## config.mk

```make
export PLATFORM = sky130hd
export DESIGN_NAME = modem_status_unit
export DESIGN_NICKNAME = d
export VERILOG_FILES = /design/src/rtl/msu_pkg.sv /design/src/rtl/msu_rst_sync.sv /design/src/rtl/msu_sync_bank.sv /design/src/rtl/msu_delta.sv /design/src/rtl/msu_flow.sv /design/src/rtl/modem_status_unit.sv
export SDC_FILE = /design/constraint.sdc
export NUM_CORES = 1
export LEC_CHECK = 0
export ABC_AREA = 0
export CORE_ASPECT_RATIO = 1.5
export CORE_MARGIN = 3
export CORE_UTILIZATION = 30
export DETAILED_ROUTE_END_ITERATION = 6
export PLACE_DENSITY = 0.66
export SYNTH_ARGS = -nofsm -noshare
export SYNTH_HDL_FRONTEND = slang
export SYNTH_SLANG_ARGS = --single-unit
```

## constraint.sdc

```tcl
create_clock -name clk -period 1.1 [get_ports clk]
set_clock_uncertainty 0.15 [all_clocks]
set_input_delay 0.165 -clock clk [delete_from_list [all_inputs] [get_ports clk]]
set_output_delay 0.165 -clock clk [all_outputs]
set_load 0.02 [all_outputs]
```

## src/rtl/msu_pkg.sv

```systemverilog
package msu_pkg;

  localparam int MS_LINES = 4;

  localparam int IDX_CTS = 0;
  localparam int IDX_DSR = 1;
  localparam int IDX_RI  = 2;
  localparam int IDX_CD  = 3;

  typedef enum logic {
    DET_ANY_EDGE  = 1'b0,
    DET_FALL_ONLY = 1'b1
  } det_mode_e;

  function automatic det_mode_e det_mode_for(input int idx);
    return (idx == IDX_RI) ? DET_FALL_ONLY : DET_ANY_EDGE;
  endfunction

endpackage

```

## src/rtl/msu_rst_sync.sv

```systemverilog
module msu_rst_sync #(
  parameter int STAGES = 2
) (
  input  logic clk,
  input  logic rst_n,
  output logic rst_int_n
);

  logic [STAGES-1:0] chain_q;
  logic [STAGES-1:0] chain_d;

  always_comb begin
    chain_d = {chain_q[STAGES-2:0], 1'b1};
  end

  always_ff @(posedge clk or negedge rst_n) begin
    if (!rst_n) begin
      chain_q <= '0;
    end else begin
      chain_q <= chain_d;
    end
  end

  assign rst_int_n = chain_q[STAGES-1];

endmodule

```

## src/rtl/msu_sync_bank.sv

```systemverilog
module msu_sync_bank #(
  parameter int         WIDTH     = 4,
  parameter int         STAGES    = 2,
  parameter logic       RESET_VAL = 1'b1
) (
  input  logic             clk,
  input  logic             rst_n,
  input  logic [WIDTH-1:0] din,
  output logic [WIDTH-1:0] dout
);

  logic [WIDTH-1:0] stage_q [STAGES];

  genvar k;
  generate
    for (k = 0; k < STAGES; k++) begin : g_stage
      logic [WIDTH-1:0] stage_d;
      if (k == 0) begin : g_first
        always_comb stage_d = din;
      end else begin : g_next
        always_comb stage_d = stage_q[k-1];
      end
      always_ff @(posedge clk or negedge rst_n) begin
        if (!rst_n) begin
          stage_q[k] <= {WIDTH{RESET_VAL}};
        end else begin
          stage_q[k] <= stage_d;
        end
      end
    end
  endgenerate

  assign dout = stage_q[STAGES-1];

endmodule

```

## src/rtl/msu_delta.sv

```systemverilog
module msu_delta
  import msu_pkg::*;
#(
  parameter int LINES = MS_LINES
) (
  input  logic             clk,
  input  logic             rst_n,
  input  logic [LINES-1:0] lvl,
  input  logic             rd_clr,
  output logic [LINES-1:0] chg,
  output logic [LINES-1:0] flags
);

  logic [LINES-1:0] prev_q;
  logic [LINES-1:0] prev_d;
  logic [LINES-1:0] flags_d;
  logic             prev_en;

  genvar i;
  generate
    for (i = 0; i < LINES; i++) begin : g_det
      if (det_mode_for(i) == DET_FALL_ONLY) begin : g_fall
        always_comb chg[i] = prev_q[i] & ~lvl[i];
      end else begin : g_any
        always_comb chg[i] = prev_q[i] ^ lvl[i];
      end
    end
  endgenerate

  always_comb begin
    prev_en = 1'b1;
    prev_d  = prev_en ? lvl : prev_q;
    flags_d = chg | (flags & ~{LINES{rd_clr}});
  end

  always_ff @(posedge clk or negedge rst_n) begin
    if (!rst_n) begin
      prev_q <= '0;
      flags  <= '0;
    end else begin
      prev_q <= prev_d;
      flags  <= flags_d;
    end
  end

endmodule

```

## src/rtl/msu_flow.sv

```systemverilog
module msu_flow (
  input  logic clk,
  input  logic rst_n,
  input  logic auto_en,
  input  logic cts_lvl,
  input  logic tx_idle,
  output logic hold
);

  logic hold_d;
  logic hold_en;

  always_comb begin
    hold_en = tx_idle;
    hold_d  = hold_en ? (auto_en & ~cts_lvl) : hold;
  end

  always_ff @(posedge clk or negedge rst_n) begin
    if (!rst_n) begin
      hold <= 1'b0;
    end else begin
      hold <= hold_d;
    end
  end

endmodule

```

## src/rtl/modem_status_unit.sv

```systemverilog
module modem_status_unit
  import msu_pkg::*;
#(
  parameter int SYNC_STAGES  = 2,
  parameter int RESET_STAGES = 2
) (
  input  logic       clk,
  input  logic       rst_n,
  input  logic       cts_n_pin,
  input  logic       dsr_n_pin,
  input  logic       ri_n_pin,
  input  logic       cd_n_pin,
  input  logic       loopback_en,
  input  logic       mctl_rts,
  input  logic       mctl_dtr,
  input  logic       mctl_out1,
  input  logic       mctl_out2,
  input  logic       irq_enable,
  input  logic       auto_cts_en,
  input  logic       status_rd,
  input  logic       tx_idle,
  output logic [7:0] status_q,
  output logic       irq_req,
  output logic       tx_hold
);

  localparam int FLAG_LSB = 0;
  localparam int LVL_LSB  = FLAG_LSB + MS_LINES;

  logic                rst_int_n;
  logic [MS_LINES-1:0] pin_raw_n;
  logic [MS_LINES-1:0] pin_sync_n;
  logic [MS_LINES-1:0] pin_lvl;
  logic [MS_LINES-1:0] loop_lvl;
  logic [MS_LINES-1:0] eff_lvl;
  logic [MS_LINES-1:0] delta_chg;
  logic [MS_LINES-1:0] delta_flags;

  msu_rst_sync #(
    .STAGES (RESET_STAGES)
  ) u_rst_sync (
    .clk       (clk),
    .rst_n     (rst_n),
    .rst_int_n (rst_int_n)
  );

  always_comb begin
    pin_raw_n[IDX_CTS] = cts_n_pin;
    pin_raw_n[IDX_DSR] = dsr_n_pin;
    pin_raw_n[IDX_RI]  = ri_n_pin;
    pin_raw_n[IDX_CD]  = cd_n_pin;
    loop_lvl[IDX_CTS]  = mctl_rts;
    loop_lvl[IDX_DSR]  = mctl_dtr;
    loop_lvl[IDX_RI]   = mctl_out1;
    loop_lvl[IDX_CD]   = mctl_out2;
  end

  msu_sync_bank #(
    .WIDTH     (MS_LINES),
    .STAGES    (SYNC_STAGES),
    .RESET_VAL (1'b1)
  ) u_pin_sync (
    .clk   (clk),
    .rst_n (rst_int_n),
    .din   (pin_raw_n),
    .dout  (pin_sync_n)
  );

  always_comb begin
    pin_lvl = ~pin_sync_n;
    eff_lvl = loopback_en ? loop_lvl : pin_lvl;
  end

  msu_delta #(
    .LINES (MS_LINES)
  ) u_delta (
    .clk    (clk),
    .rst_n  (rst_int_n),
    .lvl    (eff_lvl),
    .rd_clr (status_rd),
    .chg    (delta_chg),
    .flags  (delta_flags)
  );

  msu_flow u_flow (
    .clk     (clk),
    .rst_n   (rst_int_n),
    .auto_en (auto_cts_en),
    .cts_lvl (eff_lvl[IDX_CTS]),
    .tx_idle (tx_idle),
    .hold    (tx_hold)
  );

  always_comb begin
    status_q                              = '0;
    status_q[LVL_LSB +: MS_LINES]         = eff_lvl;
    status_q[FLAG_LSB +: MS_LINES]        = delta_flags;
    irq_req                               = irq_enable & (|delta_flags);
  end

endmodule

```

==> impl_metrics.tcl <==
set metrics [dict create \
    dp_slack_ns -0.9866 \
    cp.required_ns 0.78 \
    grt_pass1_vias 526 \
    areaGrowthSynthToFinish_pct 70.57 \
    p_clk_frac 0.221 \
    dp_hpwl_um 950.1 \
    synth_area_leader_cell "dfrtp_1" \
    die_h_um 63.58 \
    netlist_top_cells_area "dfrtp_1 42%, dfstp_2 32%, mux2i_1 7.5%, nor2b_1 5.7%, inv_1 2.8%" \
    cts.reportedPaths.clkPinSlew_ns 0.09 \
    nets 104 \
    h-tree-depth 1 \
    gp_congestion 0.6636 \
    cellPowerDensity_mw_per_mm2 1321 \
    whs_ns 0.08834 \
    synth_fp_nets 63 \
    cp.arrival_ns 1.27 \
    grt_overflow 0 \
    start_kind "flop" \
    clock_path_buffers 2 \
    fin_ws_ns -0.4840 \
    drc 0 \
    wl_mm 1.238 \
    dpl_cell_area_um2 994.7 \
    grtUsageTotal 0.1082 \
    vias_per_cell 4.427 \
    finalInstanceArea_mm2 0.001131 \
    syn-instance-count 48 \
    io_buffers 24 \
    worstPathMaxFanout 2 \
    pin_count 25 \
    violations "setup timing" \
    grt_pass1_wl_mm 2.242 \
    final_common_cell "buf_6" \
    dieWidth_um 44.39 \
    avgSynthCellArea_um2 13.82 \
    drv_cap 0 \
    fmax_mhz 631.3 \
    rsz0062_at_grt "yes" \
    drive_gt1_frac 0.4773 \
    die_area_mm2 0.002822 \
    ctsRootBufferMaster "clkbuf_4" \
    core_area_mm2 0.002052 \
    ant_nets 0 \
    min_path_type "flop to async pin" \
    setup_viol 12 \
    first_iter_violations 3 \
    outcome "finished with violations" \
    synth.distinct_cells 13 \
    leakagePower_uw 0.0005072 \
    share_seq_of_total_power 0.532 \
    critical_path_class "flop to output pin" \
    yosysSeqAreaShare 0.7321 \
    yosys.area.top_type_share 0.4151 \
    period_needed_ns 1.584 \
    power.internal_uw 1126 \
    final_cell_mix "14 x buf_6, 13 x clkdlybuf4s50_1, 9 x dfrtp_1, 8 x dfstp_2, 7 x buf_4" \
    irDropWorstVdd_uv 847.7 \
    synth_seq_cells 19 \
    fin_crit_sh 1.440 \
    num_rows 20 \
    cts_tree "built" \
    cts_sinks 19 \
    slew_viol_final 0 \
    fill_cells 184 \
    antenna_cells 0 \
    dpl.cell_count 100 \
    start_util 0.3232 \
    cp-end-kind "output pin" \
    grt_max_degree 15 \
    avgRoutedWirePerCell_um 11.25 \
    synth_area_um2 663.1 \
    dr.pass1.iters 2 \
    hold_viol 0 \
    clock_latency_ns 0.28 \
    ys_warn_count 0 \
    cts_made_buffers 3 \
    vias 487 \
    power_switching_uw 367.8 \
    stdcell_count 110 \
    grt_antenna_before_repair 0 \
    comb_power_share 0.247 \
    netSwitchingFraction 0.2462 \
]
## layer usage
metal  vias up  wire [um]  track usage  part of all wire
li1        233          -            -                 -
met1       236        433       0.1223              0.35
met2        16        727       0.1807              0.59
met3         2         69      0.02571             0.056
met4         0          7      0.05660            0.0057
met5         -          0            0                 0
## cells in the mapped netlist
cell / count
o21ai_2: 1
inv_1: 5
nor2b_1: 6
o22ai_1: 2
conb_1: 1
dfrtp_1: 11
o41a_1: 1
dfstp_2: 8
mux2i_1: 5
nand2_1: 3
o21ai_0: 1
buf_4: 1
nor2_1: 3
## through the flow
| stage | utilization | setup TNS [ns] | power (uW) |
|---|---|---|---|
| after floorplan | - | -0.2743 | 928.5 |
| after global placement | 0.4848 | -8.988 | 1097 |
| after detailed placement | 0.4848 | -9.375 | 1107 |
| after CTS | 0.5341 | -2.418 | 1488 |
| after global routing | 0.5512 | -3.006 | 1600 |
| final | 0.5512 | -2.176 | 1494 |
## logic make-up after synthesis
group           count (synthesis)  share of synthesized area
buf+inv                         6                    0.03963
compound gates                  5                    0.05659
simple gates                   12                    0.09057
flops                          19                     0.7321
mux                             5                    0.07547
other cells                     1                   0.005655
## worst max-delay path: stages, from the launching register on
cell     delay [ns]
dfrtp_2        0.43
o41a_1         0.42
buf_6          0.14
## timing repair
item | 4_1_cts | 5_1_grt
endpoints found under the hold margin | 3 | 0
cloned | 0 | 0
endpoints found under the setup margin | 18 | 14
buffers inserted | 5 | 2
pin swaps | 2 | 2
gates resized for setup | 66 | 8
hold buffers | 2 | 0
## power groups by stage
stage	logic, uW	clock network [uW]	registers (uW)
after global placement	295	0	802
after detailed placement	301	0	805
after CTS	347	348	793
after global routing	398	398	803
final	369	330	795
after floorplan	91.5	0	837
## cell type report
class                           count  area (um2)  area share
Clock buffer                        4       26.28     0.02323
Sequential cell                    19       488.0      0.4314
Multi-Input combinational cell     23       198.9      0.1759
Timing Repair Buffer               37       371.6      0.3285
Inverter                            5       18.77     0.01659
Tap cell                           22       27.53     0.02434
## final timing paths
| check | start | endpoint | slack, ns | cells after the start |
|---|---|---|---|---|
| setup / recovery | u_delta.flags[0]$_DFF_PN0_ | irq_req | -0.48 | 2 |
| hold / removal | u_rst_sync.chain_q[1]$_DFF_PN0_ | u_pin_sync.dout[0]$_DFF_PN1_ | 0.09 | 0 |
| hold reg to reg | u_rst_sync.chain_q[1]$_DFF_PN0_ | u_pin_sync.dout[0]$_DFF_PN1_ | 0.09 | 0 |
| setup reg to reg | u_delta.flags[0]$_DFF_PN0_ | u_delta.flags[0]$_DFF_PN0_ | -0.01 | 4 |
| min in group clk | dsr_n_pin | u_pin_sync.g_stage[1].stage_d[1]$_DFF_PN1_ | 0.12 | 1 |
| max in group asynchronous | u_rst_sync.chain_q[1]$_DFF_PN0_ | u_flow.hold$_DFFE_PN0P_ | 0.22 | 1 |
## registers in the layout (all words and copies together), names as in the netlist
| register | count |
|---|---|
| u_delta.flags | 4 |
| u_delta.prev_q | 4 |
| u_pin_sync.dout | 4 |
| u_pin_sync.g_stage.stage_d | 4 |
| u_rst_sync.chain_q | 2 |
| u_flow.hold | 1 |
(Power assumes the default switching activity.)
